File: src/rtl/missAssistPkg.sv
package missAssistPkg;
  localparam int unsigned REG_W      = 32;
  localparam int unsigned REG_COUNT  = 4;
  localparam int unsigned IDX_W      = $clog2(REG_COUNT);
  localparam int unsigned BUF_SEL_BIT = 28;
  localparam int unsigned ESEL_LSB   = 16;
  localparam int unsigned ESEL_W     = 4;
  localparam int unsigned NV_BIT     = 0;
  localparam int unsigned SIZE_LSB   = 8;
  localparam int unsigned SIZE_W     = 4;
  localparam int unsigned PAGE_LSB   = 12;

  typedef enum logic [IDX_W-1:0] {
    REG_SELECT = 2'd0,
    REG_ATTR   = 2'd1,
    REG_PAGE   = 2'd2,
    REG_DFLT   = 2'd3
  } regIdx_e;

  typedef struct packed {
    logic                 missLoad;
    logic                 pickVictim;
    logic [REG_COUNT-1:0] swWrite;
  } ctlStrobes_t;
endpackage

File: src/rtl/missAssistCtl.sv
module missAssistCtl
  import missAssistPkg::*;
(
  input  logic                clk,
  input  logic                rstN,
  input  logic                missValid,
  input  logic                regWrEn,
  input  logic [IDX_W-1:0]    regWrSel,
  input  logic                dfltBufSel,
  input  logic                entryWrValid,
  input  logic                entryWrTarget,
  input  logic [ESEL_W-1:0]   entryWrIndex,
  output ctlStrobes_t         strobes,
  output logic                victim
);
  logic advance;

  assign advance = entryWrValid && !entryWrTarget &&
                   (entryWrIndex == ESEL_W'(victim));

  assign strobes.missLoad   = missValid;
  assign strobes.pickVictim = missValid && !dfltBufSel;

  for (genvar i = 0; i < REG_COUNT; i++) begin : g_wrDecode
    if (i == int'(REG_DFLT)) begin : g_dflt
      assign strobes.swWrite[i] = regWrEn && (regWrSel == IDX_W'(i));
    end else begin : g_work
      assign strobes.swWrite[i] = regWrEn && (regWrSel == IDX_W'(i)) && !missValid;
    end
  end

  always_ff @(posedge clk) begin
    if (!rstN)        victim <= 1'b0;
    else if (advance) victim <= ~victim;
  end

  assert_one_write_R2: assert property (@(posedge clk) disable iff (!rstN)
    $onehot0(strobes.swWrite));
  assert_victim_step_R9: assert property (@(posedge clk) disable iff (!rstN)
    advance |=> victim != $past(victim));
  assert_victim_hold_R9: assert property (@(posedge clk) disable iff (!rstN)
    !advance |=> $stable(victim));
endmodule

File: src/rtl/missAssistData.sv
module missAssistData
  import missAssistPkg::*;
(
  input  logic               clk,
  input  logic               rstN,
  input  ctlStrobes_t        strobes,
  input  logic [REG_W-1:0]   missAddr,
  input  logic [REG_W-1:0]   wrData,
  input  logic [IDX_W-1:0]   rdSel,
  input  logic               victim,
  output logic [REG_W-1:0]   rdData,
  output logic               dfltBufSel
);
  logic [REG_W-1:0] regQ    [REG_COUNT];
  logic [REG_W-1:0] missNext[REG_COUNT];

  assign dfltBufSel = regQ[REG_DFLT][BUF_SEL_BIT];
  assign rdData     = regQ[rdSel];

  always_comb begin
    missNext[REG_SELECT] = regQ[REG_SELECT];
    missNext[REG_SELECT][BUF_SEL_BIT] = regQ[REG_DFLT][BUF_SEL_BIT];
    if (strobes.pickVictim) begin
      missNext[REG_SELECT][ESEL_LSB +: ESEL_W] = ESEL_W'(victim);
      missNext[REG_SELECT][NV_BIT]             = ~victim;
    end
    missNext[REG_ATTR] = regQ[REG_ATTR];
    missNext[REG_ATTR][SIZE_LSB +: SIZE_W] = regQ[REG_DFLT][SIZE_LSB +: SIZE_W];
    missNext[REG_PAGE] = {missAddr[REG_W-1:PAGE_LSB], regQ[REG_PAGE][PAGE_LSB-1:0]};
    missNext[REG_DFLT] = regQ[REG_DFLT];
  end

  for (genvar i = 0; i < REG_COUNT; i++) begin : g_reg
    if (i == int'(REG_DFLT)) begin : g_dflt
      always_ff @(posedge clk) begin
        if (!rstN)                  regQ[i] <= '0;
        else if (strobes.swWrite[i]) regQ[i] <= wrData;
      end
    end else begin : g_work
      always_ff @(posedge clk) begin
        if (!rstN)                   regQ[i] <= '0;
        else if (strobes.missLoad)   regQ[i] <= missNext[i];
        else if (strobes.swWrite[i]) regQ[i] <= wrData;
      end
    end
  end

  assert_bufsel_copy_R3: assert property (@(posedge clk) disable iff (!rstN)
    strobes.missLoad |=> regQ[REG_SELECT][BUF_SEL_BIT] == $past(regQ[REG_DFLT][BUF_SEL_BIT]));
  assert_esel_load_R4: assert property (@(posedge clk) disable iff (!rstN)
    strobes.pickVictim |=> regQ[REG_SELECT][ESEL_LSB +: ESEL_W] == ESEL_W'($past(victim)));
  assert_nv_load_R5: assert property (@(posedge clk) disable iff (!rstN)
    strobes.pickVictim |=> regQ[REG_SELECT][NV_BIT] != $past(victim));
  assert_victim_fields_kept_R6: assert property (@(posedge clk) disable iff (!rstN)
    (strobes.missLoad && !strobes.pickVictim) |=>
      ($stable(regQ[REG_SELECT][ESEL_LSB +: ESEL_W]) && $stable(regQ[REG_SELECT][NV_BIT])));
  assert_page_load_R7: assert property (@(posedge clk) disable iff (!rstN)
    strobes.missLoad |=> (regQ[REG_PAGE][REG_W-1:PAGE_LSB] == $past(missAddr[REG_W-1:PAGE_LSB]))
                      && $stable(regQ[REG_PAGE][PAGE_LSB-1:0]));
  assert_size_load_R8: assert property (@(posedge clk) disable iff (!rstN)
    strobes.missLoad |=> regQ[REG_ATTR][SIZE_LSB +: SIZE_W] == $past(regQ[REG_DFLT][SIZE_LSB +: SIZE_W]));
  assert_dflt_kept_R11: assert property (@(posedge clk) disable iff (!rstN)
    (strobes.missLoad && !strobes.swWrite[REG_DFLT]) |=> $stable(regQ[REG_DFLT]));
endmodule

File: src/rtl/missAssistLoader.sv
module missAssistLoader
  import missAssistPkg::*;
(
  input  logic                clk,
  input  logic                rstN,
  input  logic                missValid,
  input  logic [REG_W-1:0]    missAddr,
  input  logic                regWrEn,
  input  logic [IDX_W-1:0]    regWrSel,
  input  logic [REG_W-1:0]    regWrData,
  input  logic [IDX_W-1:0]    regRdSel,
  output logic [REG_W-1:0]    regRdData,
  input  logic                entryWrValid,
  input  logic                entryWrTarget,
  input  logic [ESEL_W-1:0]   entryWrIndex,
  output logic                victimPtr
);
  ctlStrobes_t strobes;
  logic        dfltBufSel;

  missAssistCtl uCtl (
    .clk          (clk),
    .rstN         (rstN),
    .missValid    (missValid),
    .regWrEn      (regWrEn),
    .regWrSel     (regWrSel),
    .dfltBufSel   (dfltBufSel),
    .entryWrValid (entryWrValid),
    .entryWrTarget(entryWrTarget),
    .entryWrIndex (entryWrIndex),
    .strobes      (strobes),
    .victim       (victimPtr)
  );

  missAssistData uData (
    .clk       (clk),
    .rstN      (rstN),
    .strobes   (strobes),
    .missAddr  (missAddr),
    .wrData    (regWrData),
    .rdSel     (regRdSel),
    .victim    (victimPtr),
    .rdData    (regRdData),
    .dfltBufSel(dfltBufSel)
  );
endmodule

File: config.mk
export PLATFORM = sky130hd
export DESIGN_NAME = missAssistLoader
export DESIGN_NICKNAME = d
export VERILOG_FILES = /design/src/rtl/missAssistPkg.sv /design/src/rtl/missAssistCtl.sv /design/src/rtl/missAssistData.sv /design/src/rtl/missAssistLoader.sv
export SDC_FILE = /design/constraint.sdc
export NUM_CORES = 1
export LEC_CHECK = 0
export BUFFER_PORTS_ARGS = -buffer_cell sky130_fd_sc_hd__buf_2
export CORE_ASPECT_RATIO = 0.9
export CORE_MARGIN = 2
export CORE_UTILIZATION = 55
export CTS_BUF_LIST = sky130_fd_sc_hd__clkbuf_16
export DETAILED_ROUTE_END_ITERATION = 12
export HOLD_SLACK_MARGIN = 0.15
export PLACE_DENSITY = 0.87
export RECOVER_POWER = 25
export SLEW_MARGIN = 20
export SYNTH_ARGS = -nofsm -noshare
export SYNTH_HDL_FRONTEND = slang
export SYNTH_SLANG_ARGS = --single-unit
File: constraint.sdc
create_clock -name clk -period 3.7 [get_ports clk]
set_input_delay 0.74 -clock clk [delete_from_list [all_inputs] [get_ports clk]]
set_output_delay 0.74 -clock clk [all_outputs]
set_load 0.02 [all_outputs]
# Yosys cells after proc, flatten, opt, wreduce, memory -nomap -nowiden
# Memory sizes are Yosys's and may differ from the RTL's.
# Cells that the tools add are included.
dict set report op_classes {
  addsub 0
  multipliers 0
  div_mod_pow 0
  order_cmp 0
  eq_ne 6
  shift 0
  n_mux 44
  n_bitwise 24
  reduce_logical 16
}
# op n
set op_table {}
lappend op_table {{20-bit two-way mux} 4}
lappend op_table {{32-bit two-way mux} 1}
lappend op_table {{8-bit two-way mux} 4}
lappend op_table {{15-bit two-way mux} 2}
lappend op_table {{1-bit two-way mux} 24}
lappend op_table {{12-bit two-way mux} 2}
lappend op_table {{1-bit bitwise OR} 23}
lappend op_table {{4-bit two-way mux} 5}
lappend op_table {{1-bit logical AND} 10}
lappend op_table {{3-bit two-way mux} 2}
lappend op_table {{2-bit == test, second input constant} 2}
lappend op_table {{4-bit by 1-bit == test with 1-bit output} 1}
lappend op_table {{2-bit AND reduction} 2}
lappend op_table {{1-bit zero test} 3}
lappend op_table {{2-bit by 1-bit == test with 1-bit output, second input constant} 1}
lappend op_table {{2-bit zero test} 1}
lappend op_table {{0-bit inequality test} 1}
lappend op_table {{1-bit inequality test, second input constant} 1}
lappend op_table {{1-bit NOT} 1}
dict set report word_totals {
  register_bits 1
  latch_bits 0
  ram_bits 128
  rom_bits 0
  in_bits 78
  n_memories 1
}
# memory depth width rd rd_ports_with_merged_regs write_ports line
set mem_list {}
lappend mem_list {uData.regQ 4 32 2 0 4 missAssistData.sv:14} ;# logic [REG_W-1:0] regQ [REG_COUNT];

# Longest topological paths before layout
dict set report logic_depth {
  word_depth 8
  depth_mapped 5
  mapped_depth_nobuf 3
}

# Hierarchy
# Synthesis repeated with hierarchy kept, for this count alone.
dict set report unflattened {
  hier_cells 402
  hier_area_um2 6119.6
}
# mod n_inst cells_per_inst area_per_inst_um2
set modules_own_cells {}
lappend modules_own_cells {missAssistData 1 390 6017.0}
lappend modules_own_cells {missAssistCtl 1 12 102.6}

# Worst setup path before layout
# Ideal clock, no wire load.
dict set report synth_timing {
  path_kind {input -> register}
  start {input port regWrSel[1]}
  end {memory uData.regQ[1][0], enable pin}
  setup_ns 0.452
  arrival_time_ns 2.958
  t_required_ns 3.248
  setup_slack_ns 0.290
  stages 2
  path_buffers 0
  cell_sequence {nand3b_1 -> o21ai_0}
}
# item line
set synth_rtl {}
lappend synth_rtl {{start, declared} missAssistLoader.sv:9} ;# input logic [IDX_W-1:0] regWrSel,
lappend synth_rtl {{end, declared} missAssistData.sv:14}

# Final worst setup path
dict set report layout_timing {
  start {input port regRdSel[0]}
  end {output port regRdData[11]}
}
dict set report layout_between {
  elab_chain_len 1
}
# item line
set layout_rtl {}
lappend layout_rtl {{start, declared} missAssistLoader.sv:11} ;# input logic [IDX_W-1:0] regRdSel,
lappend layout_rtl {{memory read 4 x 32 bit} n/a}
lappend layout_rtl {{end, declared} missAssistLoader.sv:12} ;# output logic [REG_W-1:0] regRdData,
# Every way passes these cells.

==> results.md <==
- FFs w/ async S/R, synth: 0%
- Boundary Pins: 111
- Reg-to-reg critical path startpoint: uData.regQ[3][28]
- Remaining Overflow, GRT: 0
- Status: finished with violations
- Post-synth design cell area: 0.00575 mm^2
- Pin count of the biggest net entering global routing: 33
- Htree depth: 4
- Clock slew at reported path FFs: 0.05 ns
- Fin nets: 520
- WHS: 0.524 ns
- Area added between synthesis and finish: 20.3%
- EDFF count, synth: 128
- R2R Setup Slk: 2.58 ns
- Most common cell after layout, fill and taps aside: edfxtp_1
- Vias in the first global route: 3692
- Post-route DRC violation count: 0
- Critical path data required time: 2.96 ns
- Clock sinks: 129
- Max Cap Viol: 1
- End point of the critical path: regRdData[11]
- Via/cell ratio: 5.78
- Final setup margin: 0.818 ns
- Yosys top cell area share: 66.8%
- GRT Overall Usage: 24.0%
- Initial core utilization: 56.4%
- Leakage: 0.00265 uW
- Detailed-route via count: 3378
- Pre-CTS setup slack: 0.782 ns
- Core area: 0.0102 mm^2
- CTS tree: done
- Total Die Area: 0.0113 mm^2
- Combinational cell fraction of total power: 9.1%
- Antenna Diode Count: 0
- Clock root buffer master: clkbuf_16
- Setup Skew: 0.00290 ns
- Setup repair bufs after CTS: 0
- Mean Syn Cell Area: 17.0 um^2
- Cell taking the most area after synthesis: edfxtp_1
- Clk Latency, worst-skew pair: 0.40 ns
- Flop pwr share: 46.6%
- Psw: 832 uW
- Most frequent cells in the layout: edfxtp_1 (128), buf_2 (96), and2_1 (80), mux4_2 (32), a22o_1 (26)
- Gpl congestion: 0.754
- DR iter-0 viols: 210
- Crit path time final: 2.88 ns
- Register area share after synthesis: 67.2%
- DR WL/cell: 21.6 um
- CTS Buf Count: 17
- Clk pwr share: 44.2%
- Peak VDD IR: 0.310 mV
- Unrepaired setup endpoints after global routing: false
- DIE HEIGHT: 101 um
- Share of cells above drive strength 1: 37.4%
- Top cells by area, synth: edfxtp_1 (67%), mux4_2 (13%), and2_1 (11%)
- Worst-path fanout max: 21
- Chip width: 112 um
- Failing checks: max-capacitance violations, max-slew violations
- Crit path launch: regRdSel[0]
- Setup TNS: 0 ns
- Pint: 2920 uW
- First-pass GRT wire length: 19700 um
- Worst Path Class, Setup: in -> out
- Yosys warnings: 0
- Post-route ant nets: 0
- Tcrit/Tclk final: 77.9%
- R2R Path End: uData.regQ[0][17]
- Type of origin of the critical path: input pin
- Synth unique cells: 29
- P per Cell Area: 541 mW/mm^2
- CTS resizes: 0
- Tot Pwr: 3750 uW
- Max Slew Vio Count: 11
- IO Port Bufs: 98
- Switching Fraction: 22.2%
- Fmax: 347 MHz
- Worst setup EP type: output port
- FP Rows: 35
- Post-Synthesis Cells: 339
- Syn Nets: 417
- Final WL: 12600 um
- Slew HR: -2.39%
- CP arrival: 2.14 ns
- Measured slew at the worst slew-check pin: 1.52 ns
- Initial antenna violation count: 0
- Final Util: 67.8%
- Worst-case clock buffer depth: 2
- Final Setup Violations: 0
- Top FF cell, synth: edfxtp_1
- Tightest Hold Check Type: in -> reg
- Register bit count reported by yosys: 129
- First-pass iteration count of the detailed router: 4
- Final Hold Vio Count: 0
- Detailed Place HPWL: 7680 um
- R2R cell count: 2
- Hold-fix buffers at CTS: 0
## sequential cells by signal, summed over array words and instances (netlist names)
register	cells
uData.regQ	128
uCtl.victim	1
## cell families (layout without fill, tap and decap cells)
logic type             count (synthesis)  after routing  share of synthesized area [%]
buffers and inverters                 26            142                           2.52
AND/OR/NAND/NOR                      119            119                           13.0
AO/OA/AOI/OAI                         33             33                           4.79
flip-flops                           129            129                           67.2
multiplexers                          32             32                           12.5
## worst max-delay path, cell delays in order
cell and delay, ns:
buf_2 0.38, buf_12 0.27, mux4_2 0.55, buf_2 0.18
## power by group through the flow
stage / clock (uW) / combinational, uW / sequential [uW]
2_1_floorplan: 0 / 214 / 1760
3_3_place_gp: 0 / 342 / 1770
3_5_place_dp: 0 / 348 / 1780
4_1_cts: 1680 / 351 / 1750
5_1_grt: 1740 / 367 / 1760
6_report: 1660 / 342 / 1750
## area by class of cell
cell class	instances	area, um^2
Clock inverter	15	168
Clock buffer	17	425
Sequential cell	129	3860
Timing Repair Buffer	107	553
Fill cell	643	3280
Inverter	3	11.3
Tap cell	129	161
Multi-Input combinational cell	184	1740
## Yosys cell counts (2+ instances only)
cell type,n
mux4_2,32
buf_1,3
buf_4,2
nand2_1,4
nor2_1,4
edfxtp_1,128
or2_2,2
inv_1,2
buf_6,4
o21ai_0,2
a22o_1,26
clkbuf_2,2
buf_2,6
clkbuf_1,6
and2_1,102
## metrics by stage
| stage | instance area, um^2 | instances |
|---|---|---|
| finish | 6920 | 584 |
| global route | 6920 | 584 |
| CTS | 6970 | 584 |
| detailed placement | 6380 | 552 |
| global placement | 6380 | 552 |
| floorplan | 5750 | 339 |
## per-layer routing
metal | part of all wire [%] | GRT usage, % | up-vias
met5 | 0 | 0 | -
li1 | - | - | 1515
met1 | 39 | 29.3 | 1696
met3 | 7.3 | 6.37 | 12
met4 | 0.85 | 9.50 | 0
met2 | 53 | 41.3 | 155
## how the worst min path moves through the flow
stage,from,end,slack (ns),cells after the start
floorplan,uData.regQ[3][10],uData.regQ[1][10],0.54,1
global placement,uData.regQ[3][9],uData.regQ[1][9],0.55,1
detailed placement,uCtl.victim,uCtl.victim,0.57,2
CTS,entryWrIndex[0],uCtl.victim,0.51,2
global route,entryWrIndex[0],uCtl.victim,0.51,2
finish,entryWrIndex[0],uCtl.victim,0.52,2
No activity file was read; power rests on OpenSTA's default activity.
